`config.mk`:
```
export PLATFORM = sky130hd
export DESIGN_NAME = frr_router
export DESIGN_NICKNAME = d
export VERILOG_FILES = /design/src/rtl/frr_pkg.sv /design/src/rtl/frr_match.sv /design/src/rtl/frr_fifo_ptr.sv /design/src/rtl/frr_writer.sv /design/src/rtl/frr_router.sv
export SDC_FILE = /design/constraint.sdc
export NUM_CORES = 1
export LEC_CHECK = 0
export BUFFER_PORTS_ARGS = -buffer_cell sky130_fd_sc_hd__buf_4
export CAP_MARGIN = 20
export CORE_MARGIN = 1
export CORE_UTILIZATION = 35
export DETAILED_ROUTE_END_ITERATION = 10
export GPL_TIMING_DRIVEN = 0
export HOLD_SLACK_MARGIN = 0.02
export PLACE_DENSITY_LB_ADDON = 0.12
export SLEW_MARGIN = 25
export SYNTH_ARGS = -nofsm -noshare
export SYNTH_HDL_FRONTEND = slang
export SYNTH_SLANG_ARGS = --single-unit
```
`constraint.sdc`:
```
create_clock -name clk -period 10.2 [get_ports clk]
set_input_delay 1.02 -clock clk [delete_from_list [all_inputs] [get_ports clk]]
set_output_delay 1.02 -clock clk [all_outputs]
set_load 0.01 [all_outputs]
```
`src/rtl/frr_pkg.sv`:
```
package frr_pkg;
    localparam int FID_W   = 11;
    localparam int MAX_FID = 2047;
    localparam int WORD_W  = 32;

    typedef enum logic {SEG_STATIC = 1'b0, SEG_DYNAMIC = 1'b1} seg_e;

    // frame id carries one extra bit so illegal values can be seen
    function automatic logic fid_legal(input logic [FID_W:0] fid);
        return (fid != '0) && (fid <= (FID_W+1)'(MAX_FID));
    endfunction

    function automatic logic fid_in_seg(input logic [FID_W:0] fid,
                                        input logic [FID_W-1:0] nss,
                                        input seg_e seg);
        logic [FID_W:0] lim;
        lim = {1'b0, nss};
        if (seg == SEG_STATIC)
            return (fid != '0) && (fid <= lim);
        return (fid > lim) && (fid <= (FID_W+1)'(MAX_FID));
    endfunction

    function automatic logic fid_rejected(input logic [FID_W-1:0] fid,
                                          input logic [FID_W-1:0] val,
                                          input logic [FID_W-1:0] mask);
        return (fid & mask) == (val & mask);
    endfunction
endpackage

```
`src/rtl/frr_match.sv`:
```
module frr_match
    import frr_pkg::*;
#(
    parameter int NBUF   = 4,
    parameter int PLEN_W = 7,
    localparam int BI_W  = (NBUF > 1) ? $clog2(NBUF) : 1
) (
    input  logic [FID_W:0]          fid,
    input  logic [FID_W-1:0]        nss,
    input  logic [NBUF-1:0]         buf_en,
    input  logic [NBUF*FID_W-1:0]   buf_fid,
    input  logic [NBUF-1:0]         buf_dyn,
    input  logic [NBUF*PLEN_W-1:0]  buf_len,
    output logic                    hit,
    output logic [BI_W-1:0]         hit_idx,
    output logic [PLEN_W-1:0]       hit_len
);
    logic [NBUF-1:0] cand;

    for (genvar i = 0; i < NBUF; i++) begin : g_cand
        assign cand[i] = buf_en[i]
                      && ({1'b0, buf_fid[i*FID_W +: FID_W]} == fid)
                      && fid_in_seg(fid, nss, seg_e'(buf_dyn[i]));
    end

    // lowest numbered candidate wins: scan from the top down
    always_comb begin
        hit     = 1'b0;
        hit_idx = '0;
        hit_len = '0;
        for (int i = NBUF - 1; i >= 0; i--) begin
            if (cand[i]) begin
                hit     = 1'b1;
                hit_idx = BI_W'(i);
                hit_len = buf_len[i*PLEN_W +: PLEN_W];
            end
        end
    end
endmodule

```
`src/rtl/frr_fifo_ptr.sv`:
```
module frr_fifo_ptr #(
    parameter int FDEPTH = 4,
    localparam int PW    = (FDEPTH > 1) ? $clog2(FDEPTH) : 1,
    localparam int CW    = $clog2(FDEPTH + 1)
) (
    input  logic          clk,
    input  logic          rst,
    input  logic          push,
    input  logic          pop,
    output logic [PW-1:0] put,
    output logic          full_now
);
    logic [CW-1:0] fill;
    logic          pop_ok;

    assign pop_ok   = pop && (fill != '0);
    assign full_now = (fill == CW'(FDEPTH)) && !pop_ok;

    always_ff @(posedge clk) begin
        if (rst) begin
            put  <= '0;
            fill <= '0;
        end else begin
            if (push)
                put <= (put == PW'(FDEPTH - 1)) ? '0 : put + 1'b1;
            case ({push && !full_now, pop_ok})
                2'b10:   fill <= fill + 1'b1;
                2'b01:   fill <= fill - 1'b1;
                default: fill <= fill;
            endcase
        end
    end
endmodule

```
`src/rtl/frr_writer.sv`:
```
module frr_writer
    import frr_pkg::*;
#(
    parameter int IDX_W  = 3,
    parameter int PLEN_W = 7
) (
    input  logic              clk,
    input  logic              rst,
    input  logic              load,
    input  logic              load_store,
    input  logic [IDX_W-1:0]  load_idx,
    input  logic [PLEN_W-1:0] load_lim,
    input  logic              wd_valid,
    input  logic [WORD_W-1:0] wd_data,
    output logic              mem_we,
    output logic [IDX_W-1:0]  mem_idx,
    output logic [PLEN_W-1:0] mem_word,
    output logic [WORD_W-1:0] mem_wdata
);
    logic              active;
    logic [IDX_W-1:0]  cur_idx;
    logic [PLEN_W-1:0] lim, cnt;
    logic              take;

    assign take = wd_valid && !load && active && (cnt < lim);

    always_ff @(posedge clk) begin
        if (rst) begin
            active    <= 1'b0;
            cur_idx   <= '0;
            lim       <= '0;
            cnt       <= '0;
            mem_we    <= 1'b0;
            mem_idx   <= '0;
            mem_word  <= '0;
            mem_wdata <= '0;
        end else begin
            mem_we <= take;
            if (load) begin
                active  <= load_store;
                cur_idx <= load_idx;
                lim     <= load_lim;
                cnt     <= '0;
            end else if (take) begin
                cnt       <= cnt + 1'b1;
                mem_idx   <= cur_idx;
                mem_word  <= cnt;
                mem_wdata <= wd_data;
            end
        end
    end
endmodule

```
`src/rtl/frr_router.sv`:
```
module frr_router
    import frr_pkg::*;
#(
    parameter int NBUF   = 4,
    parameter int FDEPTH = 4,
    parameter int PLEN_W = 7,
    localparam int IDX_W = $clog2(NBUF + FDEPTH),
    localparam int BI_W  = (NBUF > 1) ? $clog2(NBUF) : 1,
    localparam int PW    = (FDEPTH > 1) ? $clog2(FDEPTH) : 1
) (
    input  logic                    clk,
    input  logic                    rst,
    input  logic                    frm_start,
    input  logic [FID_W:0]          frm_fid,
    input  logic [PLEN_W-1:0]       frm_len,
    input  logic [FID_W-1:0]        nss,
    input  logic [NBUF-1:0]         buf_en,
    input  logic [NBUF*FID_W-1:0]   buf_fid,
    input  logic [NBUF-1:0]         buf_dyn,
    input  logic [NBUF*PLEN_W-1:0]  buf_len,
    input  logic                    fifo_en,
    input  logic [PLEN_W-1:0]       fifo_len,
    input  logic [FID_W-1:0]        rej_val,
    input  logic [FID_W-1:0]        rej_mask,
    input  logic                    fifo_pop,
    input  logic                    wd_valid,
    input  logic [WORD_W-1:0]       wd_data,
    output logic                    rt_valid,
    output logic                    rt_drop,
    output logic                    rt_ovr,
    output logic [IDX_W-1:0]        rt_idx,
    output logic                    mem_we,
    output logic [IDX_W-1:0]        mem_idx,
    output logic [PLEN_W-1:0]       mem_word,
    output logic [WORD_W-1:0]       mem_wdata
);
    logic              hit, legal, to_fifo, store, push, full_now;
    logic [BI_W-1:0]   hit_idx;
    logic [PLEN_W-1:0] hit_len, cfg_len, lim;
    logic [PW-1:0]     put;
    logic [IDX_W-1:0]  tgt;

    frr_match #(.NBUF(NBUF), .PLEN_W(PLEN_W)) u_match (
        .fid(frm_fid), .nss(nss), .buf_en(buf_en), .buf_fid(buf_fid),
        .buf_dyn(buf_dyn), .buf_len(buf_len),
        .hit(hit), .hit_idx(hit_idx), .hit_len(hit_len)
    );

    frr_fifo_ptr #(.FDEPTH(FDEPTH)) u_fptr (
        .clk(clk), .rst(rst), .push(push), .pop(fifo_pop),
        .put(put), .full_now(full_now)
    );

    always_comb begin
        legal   = fid_legal(frm_fid);
        to_fifo = legal && !hit && fifo_en
               && !fid_rejected(frm_fid[FID_W-1:0], rej_val, rej_mask);
        store   = legal && (hit || to_fifo);
        push    = frm_start && to_fifo;
        tgt     = hit ? IDX_W'(hit_idx) : IDX_W'(NBUF) + IDX_W'(put);
        cfg_len = hit ? hit_len : fifo_len;
        lim     = (frm_len < cfg_len) ? frm_len : cfg_len;
    end

    always_ff @(posedge clk) begin
        if (rst) begin
            rt_valid <= 1'b0;
            rt_drop  <= 1'b0;
            rt_ovr   <= 1'b0;
            rt_idx   <= '0;
        end else begin
            rt_valid <= frm_start;
            rt_drop  <= frm_start && !store;
            rt_ovr   <= push && full_now;
            if (frm_start)
                rt_idx <= store ? tgt : '0;
        end
    end

    frr_writer #(.IDX_W(IDX_W), .PLEN_W(PLEN_W)) u_wr (
        .clk(clk), .rst(rst), .load(frm_start), .load_store(store),
        .load_idx(tgt), .load_lim(lim), .wd_valid(wd_valid), .wd_data(wd_data),
        .mem_we(mem_we), .mem_idx(mem_idx), .mem_word(mem_word),
        .mem_wdata(mem_wdata)
    );
endmodule

```
==> results of run 1 <==
layout make-up:
class | instances | area (µm²)
fill | 1357 | 6750
multi-input combinational | 498 | 3360
timing repair buffer | 221 | 1660
sequential | 72 | 1440
clock buffer | 10 | 229
tap | 180 | 225
buffer | 39 | 174
inverter | 32 | 120
clock inverter | 6 | 91.3
critical path: stages:
cell and delay, ps:
buf_2 220, inv_1 90, ha_1 200, nor2b_1 110
o211ai_1 110, a21o_1 220, a211oi_1 650, a22oi_1 280
a2111oi_0 470, a211oi_1 130, a21oi_1 280, ha_1 300
a21o_1 160, a21o_1 190, nor4_1 410, inv_1 70
or2_2 330, a2111oi_4 480, or3_4 280, o311ai_2 110
power by group through the flow:
stage	clock, mW	combinational (mW)	sequential (mW)
after floorplan	0	0.0909	0.296
after global placement	0	0.168	0.295
after detailed placement	0	0.172	0.296
after CTS	0.345	0.173	0.289
after global routing	0.357	0.190	0.290
final	0.337	0.173	0.289
placed cells by master, fill, tap and decap left out, types with 3 or more instances in the layout:
master     Yosys  final
o31ai_1        8      8
a22o_1         4      4
a21o_1         9      9
a31oi_1        5      5
buf_1          3      3
buf_4          1    222
a2111oi_0      5      5
nand2_1      111    111
or3_1         12     12
buf_2         13     13
clkbuf_16      0      9
nand3_1        8      8
nor2_1        27     27
o311ai_2       6      6
and4_1         6      6
ha_1          25     25
clkbuf_1      21     22
o2111ai_1      9      9
o21ai_0        9      9
inv_1         32     32
mux2_2         4      4
nor4_1        12     12
dfxtp_1       72     72
mux2i_1        4      4
nor2b_1        6      6
xor2_1        23     23
nand2b_1       4      4
or2_2          3      3
nand4_1       21     21
xnor2_1       37     37
a22oi_1        7      7
nor4_2         3      3
a211oi_1       8      8
nor3_1        14     14
a21oi_1       63     63
and3_1         3      3
routing by layer:
| layer | vias up | track usage (%) |
|---|---|---|
| met2 | 210 | 35.8 |
| met4 | 0 | 8.69 |
| met1 | 2531 | 26.0 |
| li1 | 2772 | - |
| met5 | - | 0 |
| met3 | 29 | 4.74 |
Yosys cell counts (all sizes together), types with 2 or more instances:
cell     instances
xnor2           37
and4b            2
a211o            2
ha              25
a22o             4
nand4           21
or4              2
or3             14
nor3            16
a2111oi          6
clkbuf          21
and3             3
mux2i            4
nor2b            6
nor3b            2
a21o             9
o31ai            8
dfxtp           72
buf             18
o2111ai          9
o311ai           6
a221oi           2
a211oi           9
nand3            8
nor4b            2
o21ai           11
nor4            15
nand2          111
mux2             5
inv             32
xor2            23
or2              4
o211ai           3
a21oi           64
o21a             2
a22oi            7
nor2            29
and4             6
nand2b           4
a31oi            5
state kept, by name (all words and copies together) (netlist names), 2 cells and up:
| register | flops |
|---|---|
| rt_idx | 3 |
| u_fptr.fill | 3 |
| u_fptr.put | 2 |
| u_wr.cnt | 7 |
| u_wr.cur_idx | 3 |
| u_wr.lim | 7 |
| u_wr.mem_idx | 3 |
| u_wr.mem_wdata | 32 |
| u_wr.mem_word | 7 |
through the flow:
| step | std cells | power, mW |
|---|---|---|
| after floorplan | 641 | 0.387 |
| after global placement | 1042 | 0.463 |
| after detailed placement | 1042 | 0.468 |
| after CTS | 1058 | 0.808 |
| after global routing | 1058 | 0.836 |
| final | 1058 | 0.799 |
how the worst max path moves through the flow:
stage / start / to / slack (ps) / cells after the start
CTS: frm_fid[0] / u_wr.lim[5] / 4330 / 20
finish: frm_fid[0] / u_wr.lim[5] / 4290 / 20
detailed placement: frm_fid[0] / u_wr.lim[6] / 3990 / 20
floorplan: nss[9] / u_wr.lim[6] / 4820 / 20
global placement: frm_fid[0] / u_wr.lim[6] / 4130 / 20
global route: frm_fid[0] / u_wr.lim[5] / 4000 / 19
kinds of logic (layout without fill, tap and decap cells):
group                    after synthesis  in the layout  share of synthesized area [%]
buffers and inverters                 71            308                           5.78
flip-flops                            72             72                           28.3
AO/OA/AOI/OAI                        156            156                           22.2
AND/OR/NAND/NOR                      247            247                           24.9
adder cells (fa/ha/maj)               26             26                           6.54
XOR/XNOR                              60             60                           10.3
multiplexers                           9              9                           1.97
==> impl_metrics.tcl, run 1 <==
set metrics [dict create \
    status "finished, final reports clean" \
    drv_cap 0 \
    async_flop_share_pct 0 \
    area_growth_syn_to_layout_pct 43.3 \
    cts.repair.resized 0 \
    dr.first_iter.drc_count 237 \
    insertion_delay_ps 330 \
    critPathLaunchType "primary input" \
    critical_path_class "in -> reg" \
    ioPinCount 226 \
    rr_worst_depth 11 \
    stdcell_area_um2 7300 \
    hold_path_end "u_wr.cur_idx[0]" \
    synth_edf_count 0 \
    routed_wirelength_mm 16.2 \
    synth_top_area_share_pct 28.3 \
    rrSetupSlack_ps 7330 \
    num_vias 5542 \
    synth-seq-cells 72 \
    skew_ps 7.02 \
    yosysWarnings 0 \
    first_pass_iters 5 \
    die_x_um 123 \
    crit_required_ps 10400 \
    synthDistinctLibCells 69 \
    drt-met1-wl_mm 7.11 \
    rsz0062_at_grt "false" \
    yosys-top-cells-area "dfxtp_1 (28%), nand2_1 (8.2%), xnor2_1 (6.4%)" \
    wl_met2_mm 7.64 \
    r2r-end "u_wr.mem_wdata[2]" \
    cts_setup_buffers 0 \
    min_from "u_wr.cur_idx[0]" \
    holdBufCountCts 0 \
    p_leak_nw 3.06 \
    path_max_fanout 7 \
    grt_max_degree 14 \
    syn_area_per_cell_um2 7.94 \
    syn_inst 641 \
    cellPowerDensity_nw_per_um2 110 \
    post-place-ws_ps 3990 \
    numCtsBuffers 9 \
    setup_violations 0 \
    core-area_um2 14000 \
    clk_pin_slew_ps 60 \
    post_drt_wl_per_cell_um 15.3 \
    ir_worst_vdd_mv 0.0898 \
    drc 0 \
    cts-root-buf "clkbuf_16" \
    gp_congestion 0.920 \
    wl_met3_mm 1.06 \
    netlist_area_um2 5090 \
    row_count 43 \
    p_int_mw 0.592 \
    globalRouteOverflowTotal 0 \
    fp.dieArea_um2 15000 \
    cts_tree "yes" \
    p_sw_mw 0.208 \
    h-tree-depth 3 \
    grt_use_total_pct 21.2 \
    min_path_cells 2 \
    dpl.hpwl_mm 13.4 \
    worst_hold_slack_ps 455 \
    nets 1076 \
    finalMaxSlewViolations 0 \
    grt_pass1_vias 5351 \
    p_clk_share_pct 42.1 \
    dr.max_layer_used "met4" \
    yosys_most_used_dff "dfxtp_1" \
    via_per_inst 5.24 \
    drtAntennaViolNets 0 \
    diodes 0 \
    initial_core_util_pct 36.3 \
    clockBufferDepth 2 \
    p_comb_share_pct 21.7 \
    finish.utilization_pct 52.0 \
    swShare_pct 26.0 \
    cp.arrival_ps 6110 \
    die_h_um 123 \
    worst_slack_ps 4290 \
    max_freq_mhz 169 \
    drive_above_1_share_pct 32.2 \
    fin_crit_sh_pct 57.9 \
    endpoint_kind "flop" \
    postPlaceCellArea_um2 6980 \
    ys_seq_area_share_pct 28.3 \
    hp-class "reg -> reg" \
    synthesis.nets 844 \
    seqPwrFrac_pct 36.2 \
    tightest_slew_ps 887 \
    cts.sinks 72 \
    yosysTopAreaCell "dfxtp_1" \
    final-hold-violation-count 0 \
    setup_tns_ps 0 \
    finalCriticalPeriod_ps 5910 \
    port_buffers 221 \
    grt_first_pass_wirelength_mm 24.8 \
    r2r_start "u_wr.cnt[1]" \
    slew_headroom_pct 40.4 \
    antenna_found_initial 0 \
]
Note: power is estimated with default switching activity, not from simulation.
==> inputs of run 2 (changes only) <==
--- a/config.mk
+++ b/config.mk
@@ -5,6 +5,7 @@
 export SDC_FILE = /design/constraint.sdc
 export NUM_CORES = 1
 export LEC_CHECK = 0
+export ABC_AREA = 1
 export BUFFER_PORTS_ARGS = -buffer_cell sky130_fd_sc_hd__buf_4
 export CAP_MARGIN = 20
 export CORE_MARGIN = 1
==> constraint.sdc (replaced) <==
create_clock -name clk -period 5.8 [get_ports clk]
set_input_delay 0.58 -clock clk [delete_from_list [all_inputs] [get_ports clk]]
set_output_delay 0.58 -clock clk [all_outputs]
set_load 0.01 [all_outputs]
==> impl_metrics.tcl, run 2 <==
set metrics [dict create \
    status "finished, final reports clean" \
    postPlaceCellArea_um2 6810 \
    grt_use_total_pct 22.1 \
    core-area_um2 13500 \
    diodes 0 \
    antenna_found_initial 0 \
    synthXorXnorAreaFrac_pct 1.96 \
    cts_setup_buffers 0 \
    min_path_cells 2 \
    cellPowerDensity_nw_per_um2 200 \
    port_buffers 224 \
    insertion_delay_ps 330 \
    dpl.hpwl_mm 13.3 \
    critical_path_class "in -> reg" \
    cts.sinks 72 \
    final-hold-violation-count 0 \
    yosys_most_used_dff "dfxtp_1" \
    async_flop_share_pct 0 \
    grt_first_pass_wirelength_mm 25.5 \
    synth_top_area_share_pct 29.4 \
    cts_tree "yes" \
    nets 1200 \
    fp.dieArea_um2 14500 \
    synth_edf_count 0 \
    ioPinCount 226 \
    synth_compound_area_share_pct 15.2 \
    synthSimpleGateAreaFrac_pct 37.6 \
    row_count 42 \
    holdBufCountCts 0 \
    via_per_inst 4.83 \
    num_vias 5690 \
    syn_area_per_cell_um2 6.44 \
    max_freq_mhz 265 \
    min_from "u_wr.lim[1]" \
    ys_seq_area_share_pct 29.4 \
    critPathLaunchType "primary input" \
    endpoint_kind "flop" \
    skew_ps 7.88 \
    finalCriticalPeriod_ps 3780 \
    stdcell_area_um2 7140 \
    setup_violations 0 \
    yosysWarnings 0 \
    hp-class "reg -> reg" \
    die_x_um 120 \
    cts.repair.resized 0 \
    fillerInstances 1442 \
    drtAntennaViolNets 0 \
    synthMuxAreaShare_pct 0 \
    initial_core_util_pct 36.5 \
    first_pass_iters 5 \
    final_common_cell "buf_4" \
    crit_required_ps 6080 \
    grt_pass1_vias 5491 \
    rr_worst_depth 10 \
    synthDistinctLibCells 43 \
    globalRouteOverflowTotal 0 \
    regArea_um2 1440 \
    numCtsBuffers 9 \
    clockBufferDepth 2 \
    synth-seq-cells 72 \
    synth-adder-area-share_pct 6.78 \
    drc 0 \
    drive_above_1_share_pct 29.4 \
    finalMaxSlewViolations 0 \
    path_max_fanout 8 \
    top_register "u_wr.mem_wdata" \
    post_drt_wl_per_cell_um 13.5 \
    synth_top_family_by_area "simple AND/OR/NAND/NOR gates" \
    crit_start "frm_fid[7]" \
    setup_tns_ps 0 \
    final_cell_mix "buf_4 (226), nand2_1 (211), inv_1 (83), a21oi_1 (77), dfxtp_1 (72)" \
    clk_pin_slew_ps 60 \
    finish.utilization_pct 53.1 \
    synth_commonest_cells "nand2_1 (211), inv_1 (83), a21oi_1 (77)" \
    fin_crit_sh_pct 65.1 \
    largest_reg_flops 32 \
    drv_cap 0 \
    p_leak_nw 3.47 \
    cts-root-buf "clkbuf_16" \
    fin_total_pwr_mw 1.43 \
    yosys-top-cells-area "dfxtp_1 (29%), nand2_1 (16%), a21oi_1 (7.9%)" \
    synth_most_common_cell "nand2_1" \
    rsz0062_at_grt "false" \
    die_h_um 120 \
    yosysTopAreaCell "dfxtp_1" \
    gp_congestion 0.870 \
    routed_wirelength_mm 16.0 \
    ir_worst_vdd_mv 0.121 \
    multi_input_area_um2 3030 \
    dr.first_iter.drc_count 334 \
    area_growth_syn_to_layout_pct 45.6 \
    slew_headroom_pct 43.0 \
    tightest_slew_ps 833 \
    synthesis.nets 965 \
    cp.arrival_ps 4050 \
    grt_max_degree 14 \
    syn_inst 762 \
    r2r_start "u_wr.cnt[2]" \
    netlist_area_um2 4910 \
    h-tree-depth 3 \
]
-- run 2: final cells by class --
type | instances | share of cell area [%]
Buffer | 20 | 1.30
Clock buffer | 10 | 3.35
Clock inverter | 6 | 1.26
Inverter | 93 | 4.92
Multi-Input combinational cell | 577 | 42.4
Sequential cell | 72 | 20.2
Tap cell | 176 | 3.08
Timing Repair Buffer | 224 | 23.5
-- run 2: logic make-up after synthesis --
logic type | count (synthesis)
simple gates | 402
compound gates | 138
buf+inv | 113
flops | 72
fa+ha+maj | 26
xor+xnor | 11
-- run 2: worst paths after layout --
path / end / slack [ps]
max: u_wr.lim[1] / 2020
min: u_wr.lim[1] / 460
max reg2reg: u_wr.mem_wdata[14] / 3270
min reg2reg: u_wr.lim[1] / 460
-- run 2: layer usage --
layer / global-route usage (%) / routed length (µm) / part of all wire, % / vias to the layer above
li1: - / - / - / 3001
met1: 26.7 / 7000 / 44 / 2513
met2: 39.6 / 7940 / 50 / 163
met3: 5.00 / 827 / 5.2 / 13
met4: 4.63 / 179 / 1.1 / 0
met5: 0 / 0 / 0 / -
-- run 2: power breakdown --
group | total, mW | switching [mW] | internal [mW]
Sequential | 0.522 | 0.0113 | 0.511
Combinational | 0.305 | 0.155 | 0.150
Clock | 0.602 | 0.212 | 0.390
Total | 1.43 | 0.378 | 1.05
-- run 2: through the flow --
stage                     worst slack, ps  cells  hold WS [ps]
final                                2020   1178           455
after global routing                 1620   1178           471
after CTS                            1680   1178           457
after detailed placement             1340   1162           443
after global placement               1350   1162           442
after floorplan                      2100    762           426
-- run 2: worst max-delay path: stages --
cell and delay (ps):
buf_4 140, ha_1 290, nand2_1 50, inv_1 60
nand2_1 60, nor2_2 120, nand4_1 130, nand2_1 110
nand2_2 110, nand2_2 110, nand3_2 110, nand2_2 130
nor2_4 70, inv_1 190, o21ai_0 120, nor3_1 200
a21oi_1 90, ha_1 330, nand2_1 100, nor2_1 60
a211oi_2 500, nand2_4 150, nand2_1 100, nand3_1 80
nand2_1 60
==> inputs of run 3 (changes only) <==
==> constraint.sdc (replaced) <==
create_clock -name clk -period 3.1 [get_ports clk]
set_input_delay 0.31 -clock clk [delete_from_list [all_inputs] [get_ports clk]]
set_output_delay 0.31 -clock clk [all_outputs]
set_load 0.01 [all_outputs]
==> impl_metrics.tcl, run 3 (synthesized netlist as in run 2, its figures left out) <==
set metrics [dict create \
    status "finished, final reports clean" \
    initial_core_util_pct 36.5 \
    holdBufCountCts 0 \
    worst_slack_ps 22.6 \
    p_clk_share_pct 38.8 \
    grt_pass1_vias 5411 \
    critical_path_class "in -> reg" \
    ir_worst_vdd_mv 0.299 \
    drive_above_1_share_pct 35.3 \
    multi_input_area_um2 3320 \
    fin_total_pwr_mw 2.63 \
    post-place-ws_ps -699 \
    grt_use_total_pct 22.4 \
    top_register "u_wr.mem_wdata" \
    nets 1217 \
    skew_ps 4.88 \
    final-hold-violation-count 0 \
    ioPinCount 226 \
    tightest_slew_ps 535 \
    largest_reg_flops 32 \
    finalNonFillerCells 1194 \
    crit_required_ps 3370 \
    drc 0 \
    rr_worst_depth 10 \
    drtAntennaViolNets 0 \
    grt_first_pass_wirelength_mm 25.5 \
    rrSetupSlack_ps 450 \
    core-area_um2 13500 \
    diodes 0 \
    fillerInstances 1376 \
    area_growth_syn_to_layout_pct 54.5 \
    port_buffers 224 \
    final_cell_mix "buf_4 (234), nand2_1 (200), inv_1 (74), a21oi_1 (74), dfxtp_1 (72)" \
    clk_pin_slew_ps 60 \
    p_comb_share_pct 24.1 \
    die_h_um 120 \
    placed_cells 1162 \
    grt_max_degree 13 \
    cts.sinks 72 \
    row_count 42 \
    hp-class "in -> reg" \
    drv_cap 0 \
    worst_hold_slack_ps 236 \
    critPathLaunchType "primary input" \
    cellPowerDensity_nw_per_um2 347 \
    p_leak_nw 3.57 \
    r2r-end "u_wr.mem_wdata[15]" \
    fp.dieArea_um2 14500 \
    fin_crit_sh_pct 99.3 \
    hold_path_end "u_wr.mem_wdata[24]" \
    h-tree-depth 3 \
    numCtsBuffers 9 \
    clockBufferDepth 2 \
    die_x_um 120 \
    min_path_cells 3 \
    setup_tns_ps 0 \
    slew_headroom_pct 64.3 \
    endpoint_kind "flop" \
    path_max_fanout 7 \
    min_from "wd_data[24]" \
    regArea_um2 1440 \
    post_drt_wl_per_cell_um 13.8 \
    dpl.hpwl_mm 13.2 \
    p_int_mw 1.91 \
    cp.arrival_ps 3350 \
    p_sw_mw 0.719 \
    swShare_pct 27.3 \
    via_per_inst 4.85 \
    setup_violations 0 \
    routed_wirelength_mm 16.5 \
    gp_congestion 0.898 \
    globalRouteOverflowTotal 0 \
    seqPwrFrac_pct 37.1 \
    num_vias 5792 \
    finalMaxSlewViolations 0 \
    rsz0062_at_grt "true" \
    r2r_start "u_wr.cnt[2]" \
    final_common_cell "buf_4" \
    dr.first_iter.drc_count 288 \
    insertion_delay_ps 330 \
    antenna_found_initial 0 \
    finalCriticalPeriod_ps 3080 \
    cts_tree "yes" \
    first_pass_iters 4 \
    max_freq_mhz 325 \
    cts-root-buf "clkbuf_16" \
]
[run 3: cell types whose count changed in the layout (fill, tap and decap cells not counted), moves of 6 or more]
cell / change
buf_4: +8
o21ai_0: -6
nand2_1: -11
ha_4: +8
nand2_2: +6
ha_1: -8
inv_1: -9
buf_6: +9
[run 3: routing by layer]
metal  vias to the layer above  part of all wire, %  track usage (%)
met4                         0                  1.2             6.02
li1                       3031                    -                -
met1                      2583                   42             26.7
met3                        12                  5.6             5.09
met5                         -                    0                0
met2                       166                   51             40.1
[run 3: layout make-up]
class / instances / area share, %
Tap cell: 176 / 2.90
Sequential cell: 72 / 19.0
Clock buffer: 10 / 3.15
Multi-Input combinational cell: 577 / 43.9
Buffer: 20 / 1.35
Inverter: 93 / 4.80
Clock inverter: 5 / 0.743
Timing Repair Buffer: 241 / 24.2
[run 3: how the worst max path moves through the flow]
stage,slack [ps],start,endpoint,cells past startpoint
after CTS,1,frm_fid[7],u_wr.lim[4],25
after global routing,-160,nss[7],u_wr.lim[6],26
after detailed placement,-700,frm_fid[7],u_wr.lim[4],24
after global placement,-690,frm_fid[7],u_wr.lim[1],24
after floorplan,10,nss[7],u_wr.lim[0],24
final,20,frm_fid[9],u_wr.lim[4],23
[run 3: repair_timing]
item,CTS,global route
gates cloned,0,1
setup endpoints to repair,7,7
buffers inserted,7,9
resized for setup,21,63
pin swaps,12,31
[run 3: worst max-delay path, cell delays in order]
cell and delay, ps:
buf_4 140, ha_4 280, nand4_4 120, nor2_4 110
nand4_1 170, nand3_2 200, nand2_2 90, nand3_4 100
nand2_4 70, inv_4 80, o21ai_0 90, a31oi_1 200
nor3_2 60, a21oi_1 170, ha_1 280, nand2_2 100
nor2_4 50, a211oi_4 260, buf_6 170, nand2_8 70
nand2_1 60, nand3_1 80, nand2_1 80
[run 3: power groups by stage]
stage               Sequential [mW]  Combinational, mW  Clock (mW)
floorplan                     0.995              0.293           0
global placement              0.996              0.568           0
detailed placement            0.996              0.573           0
CTS                           0.977              0.594        1.04
global route                  0.980              0.709        1.09
finish                        0.976              0.636        1.02
[run 3: metrics by stage]
stage / area, µm² / util [%]
after floorplan: 4920 / -
after global placement: 6820 / 50.7
after detailed placement: 6820 / 50.7
after CTS: 7250 / 53.9
after global routing: 7580 / 56.4
final: 7580 / 56.4
